## src/rtl/pw_oneshot_pkg.sv

```systemverilog
package pw_oneshot_pkg;

    typedef enum logic [1:0] {
        ST_IDLE = 2'd0,
        ST_WAIT = 2'd1,
        ST_HIGH = 2'd2,
        ST_HOLD = 2'd3
    } os_state_e;

    // Bits needed to hold the value v (at least 1)
    function automatic int bits_for(input longint v);
        int n;
        n = 1;
        while ((longint'(1) << n) <= v) n++;
        return n;
    endfunction

    // Largest programmable width in cycles
    function automatic longint max_width(input int code_w, input int base_w, input int step_w);
        return longint'(base_w) + longint'(step_w) * ((longint'(1) << code_w) - 1);
    endfunction

endpackage

```

## src/rtl/pw_trig_sync.sv

```systemverilog
module pw_trig_sync (
    input  logic clk,
    input  logic rst,
    input  logic trig_i,
    output logic rise_o
);
    logic meta_q, sync_q, prev_q;

    always_ff @(posedge clk) begin
        if (rst) begin
            meta_q <= 1'b0;
            sync_q <= 1'b0;
            prev_q <= 1'b0;
        end else begin
            meta_q <= trig_i;
            sync_q <= meta_q;
            prev_q <= sync_q;
        end
    end

    assign rise_o = sync_q & ~prev_q;

    // a detected edge lasts exactly one cycle
    assert_single_rise_R3: assert property (@(posedge clk) disable iff (rst)
        rise_o |=> !rise_o);

endmodule

```

## src/rtl/pw_width_calc.sv

```systemverilog
module pw_width_calc #(
    parameter int CODE_W = 12,
    parameter int BASE_W = 2,
    parameter int STEP_W = 1,
    parameter int WID_W  = 13
) (
    input  logic [CODE_W-1:0] code_i,
    output logic [WID_W-1:0]  width_o
);
    localparam logic [WID_W-1:0] BASE_V = WID_W'(BASE_W);
    localparam logic [WID_W-1:0] STEP_V = WID_W'(STEP_W);

    logic [WID_W-1:0] code_ext;
    assign code_ext = WID_W'(code_i);

    generate
        if (STEP_W == 1) begin : g_unit_step
            assign width_o = BASE_V + code_ext;
        end else begin : g_scaled_step
            assign width_o = BASE_V + STEP_V * code_ext;
        end
    endgenerate

endmodule

```

## src/rtl/pw_ctrl.sv

```systemverilog
module pw_ctrl
    import pw_oneshot_pkg::*;
#(
    parameter int WID_W     = 13,
    parameter int START_DLY = 1,
    parameter int RECOV_CYC = 1
) (
    input  logic             clk,
    input  logic             rst,
    input  logic             rise_i,
    input  logic [WID_W-1:0] width_i,
    output logic             high_o
);
    localparam int CNT_MAX = (START_DLY > RECOV_CYC) ? START_DLY : RECOV_CYC;
    localparam int CNT_W   = bits_for(longint'(CNT_MAX));
    localparam logic [CNT_W-1:0] DLY_LOAD = CNT_W'((START_DLY > 0) ? START_DLY - 1 : 0);
    localparam logic [CNT_W-1:0] REC_LOAD = CNT_W'((RECOV_CYC > 0) ? RECOV_CYC - 1 : 0);

    os_state_e        state_q;
    logic [CNT_W-1:0] dcnt_q;
    logic [WID_W-1:0] elap_q;

    always_ff @(posedge clk) begin
        if (rst) begin
            state_q <= ST_IDLE;
            dcnt_q  <= '0;
            elap_q  <= '0;
        end else begin
            unique case (state_q)
                ST_IDLE: begin
                    if (rise_i) begin
                        if (START_DLY == 0) begin
                            state_q <= ST_HIGH;
                            elap_q  <= WID_W'(1);
                        end else begin
                            state_q <= ST_WAIT;
                            dcnt_q  <= DLY_LOAD;
                        end
                    end
                end
                ST_WAIT: begin
                    if (dcnt_q == '0) begin
                        state_q <= ST_HIGH;
                        elap_q  <= WID_W'(1);
                    end else begin
                        dcnt_q <= dcnt_q - 1'b1;
                    end
                end
                ST_HIGH: begin
                    // live comparison: code is not latched
                    if (elap_q >= width_i) begin
                        if (RECOV_CYC == 0) begin
                            state_q <= ST_IDLE;
                        end else begin
                            state_q <= ST_HOLD;
                            dcnt_q  <= REC_LOAD;
                        end
                    end else begin
                        elap_q <= elap_q + 1'b1;
                    end
                end
                ST_HOLD: begin
                    if (dcnt_q == '0) state_q <= ST_IDLE;
                    else              dcnt_q  <= dcnt_q - 1'b1;
                end
                default: state_q <= ST_IDLE;
            endcase
        end
    end

    assign high_o = (state_q == ST_HIGH);

    // the start sequence only begins from an accepted edge
    assert_start_from_edge_R5: assert property (@(posedge clk) disable iff (rst)
        $rose(state_q == ST_WAIT) |-> $past(rise_i));

    // the cycle after reset release finds the block idle
    assert_idle_after_reset_R9: assert property (@(posedge clk) disable iff (rst)
        $past(rst) |-> (state_q == ST_IDLE));

    generate
        if (START_DLY > 0) begin : g_chk_dly
            // the pulse rises only at the end of the start delay
            assert_rise_after_wait_R2: assert property (@(posedge clk) disable iff (rst)
                $rose(high_o) |-> $past(state_q == ST_WAIT));
        end
        if (RECOV_CYC > 0) begin : g_chk_rec
            // every falling edge enters the recovery lockout
            assert_hold_after_fall_R6: assert property (@(posedge clk) disable iff (rst)
                $fell(high_o) |-> (state_q == ST_HOLD));
        end
    endgenerate

endmodule

```

## src/rtl/pw_oneshot.sv

```systemverilog
module pw_oneshot
    import pw_oneshot_pkg::*;
#(
    parameter int CODE_W    = 12,
    parameter int BASE_W    = 2,
    parameter int STEP_W    = 1,
    parameter int START_DLY = 1,
    parameter int RECOV_CYC = 1
) (
    input  logic              clk,
    input  logic              rst,
    input  logic              trig_i,
    input  logic [CODE_W-1:0] code_i,
    output logic              pulse_o,
    output logic              pulse_n_o
);
    localparam int WID_W = bits_for(max_width(CODE_W, BASE_W, STEP_W));

    logic             rise;
    logic [WID_W-1:0] width;
    logic             high;

    pw_trig_sync u_sync (
        .clk    (clk),
        .rst    (rst),
        .trig_i (trig_i),
        .rise_o (rise)
    );

    pw_width_calc #(
        .CODE_W (CODE_W),
        .BASE_W (BASE_W),
        .STEP_W (STEP_W),
        .WID_W  (WID_W)
    ) u_width (
        .code_i  (code_i),
        .width_o (width)
    );

    pw_ctrl #(
        .WID_W     (WID_W),
        .START_DLY (START_DLY),
        .RECOV_CYC (RECOV_CYC)
    ) u_ctrl (
        .clk     (clk),
        .rst     (rst),
        .rise_i  (rise),
        .width_i (width),
        .high_o  (high)
    );

    // reset gates the output combinationally so it parks at once
    assign pulse_o   = high & ~rst;
    assign pulse_n_o = ~pulse_o;

    // reset parks both outputs
    assert_reset_park_R1: assert property (@(posedge clk)
        rst |-> (!pulse_o && pulse_n_o));

    // outputs are complementary
    assert_complement_R8: assert property (@(posedge clk) disable iff (rst)
        pulse_n_o != pulse_o);

endmodule

```

## config.mk

```make
export PLATFORM = sky130hd
export DESIGN_NAME = pw_oneshot
export DESIGN_NICKNAME = d
export VERILOG_FILES = /design/src/rtl/pw_oneshot_pkg.sv /design/src/rtl/pw_trig_sync.sv /design/src/rtl/pw_width_calc.sv /design/src/rtl/pw_ctrl.sv /design/src/rtl/pw_oneshot.sv
export SDC_FILE = /design/constraint.sdc
export NUM_CORES = 1
export LEC_CHECK = 0
export ABC_AREA = 0
export BUFFER_PORTS_ARGS = -buffer_cell sky130_fd_sc_hd__buf_2
export CAP_MARGIN = 30
export CORE_UTILIZATION = 35
export CTS_CLUSTER_DIAMETER = 30
export DETAILED_ROUTE_END_ITERATION = 6
export PLACE_DENSITY = 0.62
export SETUP_SLACK_MARGIN = 0.15
export SLEW_MARGIN = 25
export SYNTH_ARGS = -nofsm -noshare
export SYNTH_HDL_FRONTEND = slang
export SYNTH_SLANG_ARGS = --single-unit
export TNS_END_PERCENT = 50
```

## constraint.sdc

```tcl
create_clock -name clk -period 9.8 [get_ports clk]
set_clock_uncertainty 0.2 [all_clocks]
set_input_delay 2.45 -clock clk [delete_from_list [all_inputs] [get_ports clk]]
set_output_delay 2.45 -clock clk [all_outputs]
set_load 0.01 [all_outputs]
```

==> results of run 1 <==
==> layer usage <==
metal / part of all wire [%] / GRT usage, % / up-vias
li1: - / - / 645
met1: 49 / 17.78 / 550
met2: 47 / 26.95 / 14
met3: 3.4 / 4.225 / 0
met4: 0 / 2.446 / 0
met5: 0 / 0 / -
==> metrics by stage <==
step / util (%) / worst slack (ns) / hold WS, ns
floorplan: - / 4.278 / 0.2104
global placement: 40.44 / 3.855 / 0.2215
detailed placement: 40.44 / 3.819 / 0.2284
CTS: 41.54 / 3.819 / 0.2378
global route: 41.54 / 3.701 / 0.2756
finish: 41.54 / 3.816 / 0.2338
==> cell type report <==
type / count / area [µm²]
fillers: 393 / 2188
clock buffers: 3 / 41.29
multi-input cells: 137 / 987.2
well taps: 48 / 60.06
flip-flops and latches: 18 / 360.3
repair buffers: 16 / 80.08
inverters: 7 / 26.28
==> cell usage in the layout (no fill, tap or decap), types with 2 or more instances in the layout <==
cell / instances
sky130_fd_sc_hd__ha_1: 19
sky130_fd_sc_hd__dfxtp_1: 18
sky130_fd_sc_hd__buf_2: 16
sky130_fd_sc_hd__nand2_1: 14
sky130_fd_sc_hd__nand3_1: 14
sky130_fd_sc_hd__nor2_1: 9
sky130_fd_sc_hd__inv_1: 7
sky130_fd_sc_hd__xor2_1: 6
sky130_fd_sc_hd__and3_1: 6
sky130_fd_sc_hd__nand4_1: 5
sky130_fd_sc_hd__o21ai_0: 5
sky130_fd_sc_hd__xnor2_1: 4
sky130_fd_sc_hd__nand2b_1: 4
sky130_fd_sc_hd__a21o_1: 4
sky130_fd_sc_hd__a21oi_1: 4
sky130_fd_sc_hd__nor2b_1: 4
sky130_fd_sc_hd__a211oi_1: 3
sky130_fd_sc_hd__nor3_1: 3
sky130_fd_sc_hd__o211ai_1: 3
sky130_fd_sc_hd__or3_1: 3
sky130_fd_sc_hd__a311oi_1: 3
sky130_fd_sc_hd__clkbuf_8: 3
sky130_fd_sc_hd__nor3b_1: 2
sky130_fd_sc_hd__nand3_2: 2
sky130_fd_sc_hd__and2_1: 2
sky130_fd_sc_hd__or4_1: 2
sky130_fd_sc_hd__a31oi_1: 2
==> sequential cells by signal, summed over array words and instances, names as in the netlist <==
register        flops
u_ctrl.elap_q      13
u_ctrl.state_q      2
u_sync.meta_q       1
u_sync.prev_q       1
u_sync.sync_q       1
==> logic make-up (layout without fill, tap and decap cells) <==
| group | after synthesis | in the layout |
|---|---|---|
| adder cells (fa/ha/maj) | 19 | 19 |
| AND/OR/NAND/NOR | 76 | 76 |
| flip-flops | 18 | 18 |
| multiplexers | 2 | 2 |
| buffers and inverters | 10 | 26 |
| AO/OA/AOI/OAI | 30 | 30 |
| XOR/XNOR | 10 | 10 |
==> worst register-to-register path: stages (launching register included) <==
cell	delay (ns)
sky130_fd_sc_hd__dfxtp_1	0.42
sky130_fd_sc_hd__ha_1	0.28
sky130_fd_sc_hd__a21o_1	0.16
sky130_fd_sc_hd__a21o_1	0.20
sky130_fd_sc_hd__a221oi_4	0.48
sky130_fd_sc_hd__and2_1	0.42
sky130_fd_sc_hd__nand3_1	0.14
sky130_fd_sc_hd__mux2_1	0.32
==> worst paths after layout <==
| kind | from | end | slack, ns | depth (start not counted) |
|---|---|---|---|---|
| max | rst | pulse_o | 3.82 | 4 |
| min | u_sync.sync_q | u_sync.prev_q | 0.23 | 2 |
| max reg2reg | u_ctrl.elap_q[10] | u_ctrl.elap_q[8] | 7.07 | 7 |
| min reg2reg | u_sync.sync_q | u_sync.prev_q | 0.23 | 2 |
==> report_power, final <==
group	total, µW	switching [µW]	internal [µW]
clock	51.7	24.4	27.3
sequential	85.8	6.43	79.4
combinational	79.4	47.7	31.6
total	217	78.5	138
==> impl_metrics.tcl, run 1 <==
set metrics [dict create \
    synth.yosys.warnings 0 \
    drv_slew 0 \
    clock_insertion_delay_at_the_later_pin_of_the_skew_report_ns 0.25 \
    first_iter_violations 38 \
    setup_viol 0 \
    overflow 0 \
    critPathMaxStageDelay_ns 0.30 \
    yosysMostFrequentCell "sky130_fd_sc_hd__ha_1" \
    cts_setup_buffers 0 \
    power.total_uw 216.9 \
    first_global_vias 1190 \
    dr.pass1.iters 4 \
    ys_top_cells_by_area "sky130_fd_sc_hd__dfxtp_1 26%, sky130_fd_sc_hd__ha_1 17%, sky130_fd_sc_hd__nand3_1 5.0%, sky130_fd_sc_hd__nand2_1 3.8%, sky130_fd_sc_hd__xor2_1 3.8%" \
    cts.clk_slew.worst_paths_ns 0.06 \
    gp_congestion 0.7944 \
    fin_cells 229 \
    worst-endpoint-required_ns 7.15 \
    placementRows 22 \
    path_buf_inv 3 \
    yosysTopAreaCell "sky130_fd_sc_hd__dfxtp_1" \
    critical_path_sink_type "primary output" \
    final_worst_path_period_need_ns 5.984 \
    numClockSinks 18 \
    syn-cell-area_um2 1393 \
    report.final.hold_viol_count 0 \
    port-buffer-count 16 \
    holdCritPathClass "flip-flop to flip-flop" \
    asyncSetResetFlopFracSynth_pct 0 \
    worst_pin_slew_ns 0.7556 \
    synth.top_cells.by_count "19 x sky130_fd_sc_hd__ha_1, 18 x sky130_fd_sc_hd__dfxtp_1, 14 x sky130_fd_sc_hd__nand2_1, 14 x sky130_fd_sc_hd__nand3_1, 9 x sky130_fd_sc_hd__nor2_1" \
    cp_common_cell "sky130_fd_sc_hd__buf_2" \
    placedInstanceArea_um2 1514 \
    timing.setup.tns_ns 0 \
    post_synthesis_sequential_area_ratio_pct 25.88 \
    post_cts_hold_buffer_count 0 \
    first_pass_grt_wire_length_um 5002 \
    place_inst 226 \
    synth_compound_area_share_pct 16.17 \
    timing.critical_path.slowest_stage_cell "sky130_fd_sc_hd__buf_2" \
    main_combinational_cell_family_by_area_after_synthesis "simple AND/OR/NAND/NOR gates" \
    synth_top_area_share_pct 25.88 \
    cts_made_buffers 3 \
    max_cap_viol_count 0 \
    number_of_different_library_cells_in_the_post_synthesis_netlist 41 \
    layout-drive-gt1-share_pct 13.81 \
    path_delay_family "buffers and inverters" \
    initial_utilization_pct 37.20 \
    vias 1209 \
    drt_drc_violations_left 0 \
    peakVddDrop_mv 0.05584 \
    syn-instance-count 165 \
    yosys.area_share.adder_pct 17.07 \
    route.final.wire_length_um 2749 \
    chipWidth_um 65.08 \
    power_density_nw_per_um2 139.4 \
    clock_tree_buffer_depth 2 \
    ios 17 \
    fp.dieArea_um2 4235 \
    layout-area-overhead-vs-synth_pct 11.68 \
    wl_per_cell_um 12.00 \
    clockRootBuffer "sky130_fd_sc_hd__clkbuf_8" \
    grt_antenna_before_repair 0 \
    floorplan.core_area_um2 3744 \
    cts_resized 0 \
    slew-limit-headroom_pct 49.32 \
    hpwl_um 2153 \
    ys_ff_latch 18 \
    critPathKind "input pin to primary output" \
    post-route-cell-area_um2 1555 \
    syn-mean-instance-area_um2 8.440 \
    groute.usage.overall_pct 14.99 \
    finalNetCount 217 \
    avgViaCountPerCell 5.279 \
    synthMuxAreaShare_pct 1.527 \
    tritoncts "built" \
    ant_nets 0 \
    critical_path.max_fanout 21 \
    status "finished clean" \
    antennaDiodeCount 0 \
    syn_nets 199 \
    simple_gate_share_of_the_synthesized_area_pct 29.83 \
    die_outline_height_um 65.08 \
    final.period_utilization_pct 61.06 \
    maxClockFrequency_mhz 167.1 \
    path_cells "buf_2 -> nand2b_1 -> inv_1 -> buf_2" \
    rsz0062_at_grt "no" \
    worstPathArrival_ns 3.33 \
    leakage_uw 0.0006840 \
    worst_setup_path_start_kind "input pin" \
    dominantRegCellSynth "sky130_fd_sc_hd__dfxtp_1" \
    cts_htree_levels 1 \
    grt_start_max_net_pins 22 \
    synth_edf_count 0 \
    post_synth_xor_area_fraction_pct 6.289 \
]
Note: power is estimated with default switching activity, not from simulation.
==> run 2, diff against run 1 <==
Clock period 9.8 ns to 5.8 ns, I/O delays scaled along.
==> run 2 against run 1 <==
  * Largest cell class unchanged
  * Power grew 76%
  * Non-clock buffer count is the same
  * Die area is the same
  * Critical path depth grew 8
  * Sequential cell count is the same
  * Via count grew 2.8%
  * Utilization grew 0.37 points
==> impl_metrics.tcl, run 2 (synthesis gave the netlist of run 1 again) <==
set metrics [dict create \
    status "finished clean" \
    rr_endpoint "u_ctrl.elap_q[8]" \
    cp_common_cell "sky130_fd_sc_hd__nand3_1" \
    leakage_uw 0.0006912 \
    place_inst 226 \
    first_global_vias 1162 \
    overflow 0 \
    cts_setup_buffers 0 \
    report.final.hold_viol_count 0 \
    first_iter_violations 74 \
    hpwl_um 2183 \
    slew-limit-headroom_pct 49.79 \
    cts_htree_levels 1 \
    clockRootBuffer "sky130_fd_sc_hd__clkbuf_8" \
    layout-drive-gt1-share_pct 14.29 \
    initial_utilization_pct 37.20 \
    ff2ff_setup_slack_ns 3.13 \
    drt_drc_violations_left 0 \
    worstPathArrival_ns 4.18 \
    largest_register "u_ctrl.elap_q" \
    placementRows 22 \
    timing.setup.tns_ns 0 \
    dr.pass1.iters 4 \
    critPathMaxStageDelay_ns 0.46 \
    sw_frac_of_total_pct 35.02 \
    finalNetCount 217 \
    cts.clk_slew.worst_paths_ns 0.07 \
    mostFrequentLayoutCells "19 x sky130_fd_sc_hd__ha_1, 18 x sky130_fd_sc_hd__dfxtp_1, 16 x sky130_fd_sc_hd__buf_2" \
    holdCritPathClass "flip-flop to flip-flop" \
    worst-endpoint-required_ns 5.74 \
    tritoncts "built" \
    rsz0062_at_grt "no" \
    setup_viol 0 \
    vias 1243 \
    timing.critical_path.slowest_stage_cell "sky130_fd_sc_hd__a221oi_4" \
    worst_setup_path_start_kind "input pin" \
    max_cap_viol_count 0 \
    grt_start_max_net_pins 22 \
    first_pass_grt_wire_length_um 5037 \
    power_frac_seq_pct 37.8 \
    port-buffer-count 16 \
    largest_reg_flops 13 \
    num-fill-cells 407 \
    peakVddDrop_mv 0.1497 \
    fp.dieArea_um2 4235 \
    cts_resized 0 \
    critPathKind "input pin to flip-flop" \
    groute.usage.overall_pct 14.89 \
    clock_insertion_delay_at_the_later_pin_of_the_skew_report_ns 0.25 \
    p_clk_share_pct 26.7 \
    route.final.wire_length_um 2738 \
    r2r-start "u_ctrl.elap_q[10]" \
    cellInternalPower_uw 248.1 \
    power_switching_uw 133.7 \
    numClockSinks 18 \
    ios 17 \
    critical_path_sink_type "flip-flop" \
    drv_slew 0 \
    avgViaCountPerCell 5.404 \
    power_density_nw_per_um2 243.4 \
    gp_congestion 0.8015 \
    post_cts_hold_buffer_count 0 \
    antennaDiodeCount 0 \
    grt_antenna_before_repair 0 \
    wl_per_cell_um 11.90 \
    maxClockFrequency_mhz 236.3 \
    cp-startpoint "code_i[3]" \
    critPathCapture "u_ctrl.elap_q[8]" \
    cts_made_buffers 3 \
    combPwrFrac_pct 35.6 \
    layout-area-overhead-vs-synth_pct 12.67 \
    top_regs "u_ctrl.elap_q (13), u_ctrl.state_q (2)" \
    floorplan.core_area_um2 3744 \
    fin_cells 230 \
    die_outline_height_um 65.08 \
    final.period_utilization_pct 72.96 \
    clock_tree_buffer_depth 2 \
    reg2regPathDepth 7 \
    worst_pin_slew_ns 0.7487 \
    layout_commonest_cell "sky130_fd_sc_hd__ha_1" \
    path_cells "buf_2 -> nand3_1 -> nor2_1 -> nand3_1 -> xor2_1 -> ha_1 -> a21o_1 -> a21o_1 -> a221oi_4 -> and2_1 -> nand3_1 -> mux2_1" \
    critical_path.max_fanout 10 \
    chipWidth_um 65.08 \
    final_worst_path_period_need_ns 4.232 \
    ant_nets 0 \
]
## run 2: how the worst min path moves through the flow
stage	end	slack (ns)	depth (start not counted)	start
finish	u_sync.prev_q	0.23	2	u_sync.sync_q
global route	u_sync.prev_q	0.27	2	u_sync.sync_q
CTS	u_sync.prev_q	0.24	2	u_sync.sync_q
detailed placement	u_sync.prev_q	0.22	2	u_sync.sync_q
global placement	u_sync.sync_q	0.22	1	u_sync.meta_q
floorplan	u_sync.prev_q	0.21	2	u_sync.sync_q
## run 2: area by class of cell
cell class	count	area, µm²	share of cell area, %
Multi-Input combinational cell	137	987.2	62.92
Timing Repair Buffer	16	80.08	5.104
Inverter	7	26.28	1.675
Tap cell	48	60.06	3.828
Clock buffer	4	55.05	3.509
Sequential cell	18	360.3	22.97
## run 2: power by group through the flow
stage | combinational (µW) | clock, µW | sequential [µW]
floorplan | 107 | 0 | 145
global placement | 135 | 0 | 147
detailed placement | 135 | 0 | 147
CTS | 137 | 106 | 144
global route | 161 | 112 | 147
finish | 136 | 102 | 144
## run 2: worst max-delay path: cells and delay by family
kind / cells / cell delay [ns]
compound gates: 3 / 0.82
fa+ha+maj: 1 / 0.30
simple gates: 5 / 1.03
xor+xnor: 1 / 0.15
mux: 1 / 0.32
buf+inv: 1 / 0.12
## run 2: through the flow
step / setup slack (ns) / power [µW] / utilization (%) / instance area [µm²] / hold WS [ns]
after floorplan: 1.725 / 251.7 / - / 1393 / 0.2104
after global placement: 1.355 / 282.3 / 40.44 / 1514 / 0.2238
after detailed placement: 1.297 / 282.5 / 40.44 / 1514 / 0.2247
after CTS: 1.570 / 387.5 / 41.91 / 1569 / 0.2354
after global routing: 1.333 / 418.7 / 41.91 / 1569 / 0.2651
final: 1.568 / 381.9 / 41.91 / 1569 / 0.2322
## run 2: routing by layer
metal	track usage, %	routed length, µm
met5	0	0
met4	0.8152	0
met3	4.401	108
met2	24.35	1260
met1	20.13	1369
==> run 3, diff against run 2 <==
Settings changed: ABC_AREA 0 to 1, PLACE_DENSITY 0.62 to 0.61.
Clock period 5.8 ns to 4.3 ns, I/O delays scaled along.
==> run 3 against run 2 <==
  * Via count is 8.8% higher
  * Non-clock buffer count is the same
  * Clock power is 36% higher
  * Critical endpoint is now u_ctrl.elap_q[5]
==> impl_metrics.tcl, run 3 <==
set metrics [dict create \
    status "finished clean" \
    post_synthesis_sequential_area_ratio_pct 23.57 \
    worst_slack_ns 0.8277 \
    synth.top_cells.by_count "62 x sky130_fd_sc_hd__nand2_1, 32 x sky130_fd_sc_hd__inv_1, 19 x sky130_fd_sc_hd__ha_1, 19 x sky130_fd_sc_hd__nand3_1, 19 x sky130_fd_sc_hd__nor2_1" \
    report.final.hold_viol_count 0 \
    multiInputGateArea_um2 1028 \
    slew-limit-headroom_pct 69.25 \
    place_inst 285 \
    dominantRegCellSynth "sky130_fd_sc_hd__dfxtp_1" \
    gp_congestion 0.7374 \
    clockRootBuffer "sky130_fd_sc_hd__clkbuf_8" \
    holdCritPathClass "flip-flop to flip-flop" \
    grt_antenna_before_repair 0 \
    worst_setup_path_start_kind "input pin" \
    tritoncts "built" \
    power_switching_uw 195.3 \
    largest_reg_flops 13 \
    initial_utilization_pct 37.42 \
    fp.dieArea_um2 4637 \
    setup_viol 0 \
    cellInternalPower_uw 329.0 \
    ys_top_cells_by_area "sky130_fd_sc_hd__dfxtp_1 24%, sky130_fd_sc_hd__ha_1 16%, sky130_fd_sc_hd__nand2_1 15%, sky130_fd_sc_hd__inv_1 7.9%, sky130_fd_sc_hd__nand3_1 6.2%" \
    mostFrequentLayoutCells "62 x sky130_fd_sc_hd__nand2_1, 32 x sky130_fd_sc_hd__inv_1, 19 x sky130_fd_sc_hd__nand3_1, 19 x sky130_fd_sc_hd__nor2_1, 19 x sky130_fd_sc_hd__ha_1" \
    combPwrFrac_pct 37.2 \
    chipWidth_um 68.10 \
    layout_commonest_cell "sky130_fd_sc_hd__nand2_1" \
    drv_slew 0 \
    clock_insertion_delay_at_the_later_pin_of_the_skew_report_ns 0.25 \
    critical_path.max_fanout 12 \
    critPathKind "input pin to flip-flop" \
    cts.clk_slew.worst_paths_ns 0.07 \
    worst_pin_slew_ns 0.4565 \
    ios 17 \
    cts_setup_buffers 0 \
    grt_start_max_net_pins 13 \
    syn-instance-count 221 \
    worstPathArrival_ns 3.47 \
    largest_register "u_ctrl.elap_q" \
    top_regs "u_ctrl.elap_q (13), u_ctrl.state_q (2)" \
    antennaDiodeCount 0 \
    first_iter_violations 55 \
    syn-mean-instance-area_um2 6.918 \
    die_outline_height_um 68.10 \
    placedInstanceArea_um2 1652 \
    critical_path_sink_type "flip-flop" \
    cts_made_buffers 3 \
    num-fill-cells 445 \
    finalNetCount 274 \
    yosysTopAreaCell "sky130_fd_sc_hd__dfxtp_1" \
    floorplan.core_area_um2 4086 \
    worst-endpoint-required_ns 4.30 \
    cts_resized 0 \
    first_global_vias 1222 \
    cts_htree_levels 1 \
    ant_nets 0 \
    layout-drive-gt1-share_pct 15.06 \
    pre_cts_ws_ns 0.5012 \
    sw_frac_of_total_pct 37.25 \
    timing.setup.tns_ns 0 \
    clock_tree_buffer_depth 2 \
    register_area_um2 360.3 \
    syn-cell-area_um2 1529 \
    final.period_utilization_pct 80.75 \
    hold_slack_ns 0.2102 \
    final_worst_path_period_need_ns 3.472 \
    syn_nets 255 \
    p_clk_share_pct 26.4 \
    synth_top_area_share_pct 23.57 \
    route.final.wire_length_um 2898 \
    synth_edf_count 0 \
    port-buffer-count 16 \
    post-route-cell-area_um2 1707 \
    drt_drc_violations_left 0 \
    asyncSetResetFlopFracSynth_pct 0 \
    rsz0062_at_grt "no" \
    power_frac_seq_pct 36.4 \
    vias 1353 \
    fin_cells 289 \
    groute.usage.overall_pct 14.46 \
    peakVddDrop_mv 0.3092 \
    first_pass_grt_wire_length_um 5085 \
    leakage_uw 0.0008470 \
    number_of_different_library_cells_in_the_post_synthesis_netlist 31 \
    maxClockFrequency_mhz 288.0 \
    wl_per_cell_um 10.03 \
    layout-area-overhead-vs-synth_pct 11.62 \
    synth.yosys.warnings 0 \
    dr.pass1.iters 5 \
    hpwl_um 2390 \
    power_density_nw_per_um2 307.2 \
    post_cts_hold_buffer_count 0 \
    overflow 0 \
    placementRows 23 \
    numClockSinks 18 \
    yosysMostFrequentCell "sky130_fd_sc_hd__nand2_1" \
    avgViaCountPerCell 4.682 \
    ys_ff_latch 18 \
    max_cap_viol_count 0 \
]
==> run 3: cell count changes in the layout (fill, tap and decap cells not counted), moves of 4 or more <==
cell                       delta
sky130_fd_sc_hd__inv_1       +25
sky130_fd_sc_hd__nor2b_1      -4
sky130_fd_sc_hd__nand2b_1     -4
sky130_fd_sc_hd__and3_1       -5
sky130_fd_sc_hd__nand2_1     +48
sky130_fd_sc_hd__nand3_1      +5
sky130_fd_sc_hd__nor2_1      +10
sky130_fd_sc_hd__a21o_1       -4
==> run 3: layer usage <==
| metal | vias to the layer above | GRT usage, % | routed length (µm) |
|---|---|---|---|
| met1 | 581 | 18.25 | 1538 |
| met2 | 18 | 24.75 | 1239 |
| met3 | 4 | 2.333 | 87 |
| met4 | 0 | 4.688 | 33 |
| li1 | 750 | - | - |
| met5 | - | 0 | 0 |
==> run 3: power groups by stage <==
stage / sequential (µW) / clock [µW] / combinational, µW
6_report: 191 / 139 / 195
5_1_grt: 192 / 148 / 223
4_1_cts: 191 / 143 / 198
3_5_place_dp: 195 / 0 / 197
3_3_place_gp: 195 / 0 / 197
2_1_floorplan: 192 / 0 / 160
==> run 3: layout make-up <==
class / instances / share of cell area (%)
well taps: 50 / 3.666
repair buffers: 16 / 4.692
clock buffers: 4 / 3.226
flip-flops and latches: 18 / 21.11
inverters: 32 / 7.038
multi-input cells: 169 / 60.26
==> run 3: critical path: stages <==
cell                      delay [ns]
sky130_fd_sc_hd__buf_2          0.10
sky130_fd_sc_hd__ha_1           0.18
sky130_fd_sc_hd__nand3_1        0.13
sky130_fd_sc_hd__nor4_1         0.29
sky130_fd_sc_hd__nand2_1        0.12
sky130_fd_sc_hd__xor2_1         0.17
sky130_fd_sc_hd__ha_1           0.31
sky130_fd_sc_hd__nand2_1        0.10
sky130_fd_sc_hd__inv_1          0.04
sky130_fd_sc_hd__nand2_1        0.05
sky130_fd_sc_hd__nand2_1        0.06
sky130_fd_sc_hd__a21oi_2        0.15
sky130_fd_sc_hd__nand4_4        0.21
sky130_fd_sc_hd__nor2_2         0.30
sky130_fd_sc_hd__nand3_1        0.11
sky130_fd_sc_hd__nand2_1        0.07
==> run 3: worst paths after layout <==
kind / start / endpoint / slack [ns] / cells after the start
min reg2reg: u_sync.meta_q / u_sync.sync_q / 0.21 / 2
max reg2reg: u_ctrl.elap_q[3] / u_ctrl.elap_q[5] / 2.19 / 10
min: u_sync.meta_q / u_sync.sync_q / 0.21 / 2
max: code_i[1] / u_ctrl.elap_q[5] / 0.83 / 16
==> run 3: cell families (layout without fill, tap and decap cells) <==
logic type	after synthesis	in the layout	share of synthesized area, %
fa+ha+maj	19	19	15.55
xor+xnor	11	11	6.301
flops	18	18	23.57
simple gates	121	121	38.22
compound gates	18	18	7.202
buf+inv	34	52	9.165
==> run 3: per-stage QoR <==
stage	utilization (%)	total power (µW)
floorplan	-	352.0
global placement	40.42	391.2
finish	41.76	524.3
global route	41.76	562.9
detailed placement	40.42	391.9
CTS	41.76	532.4
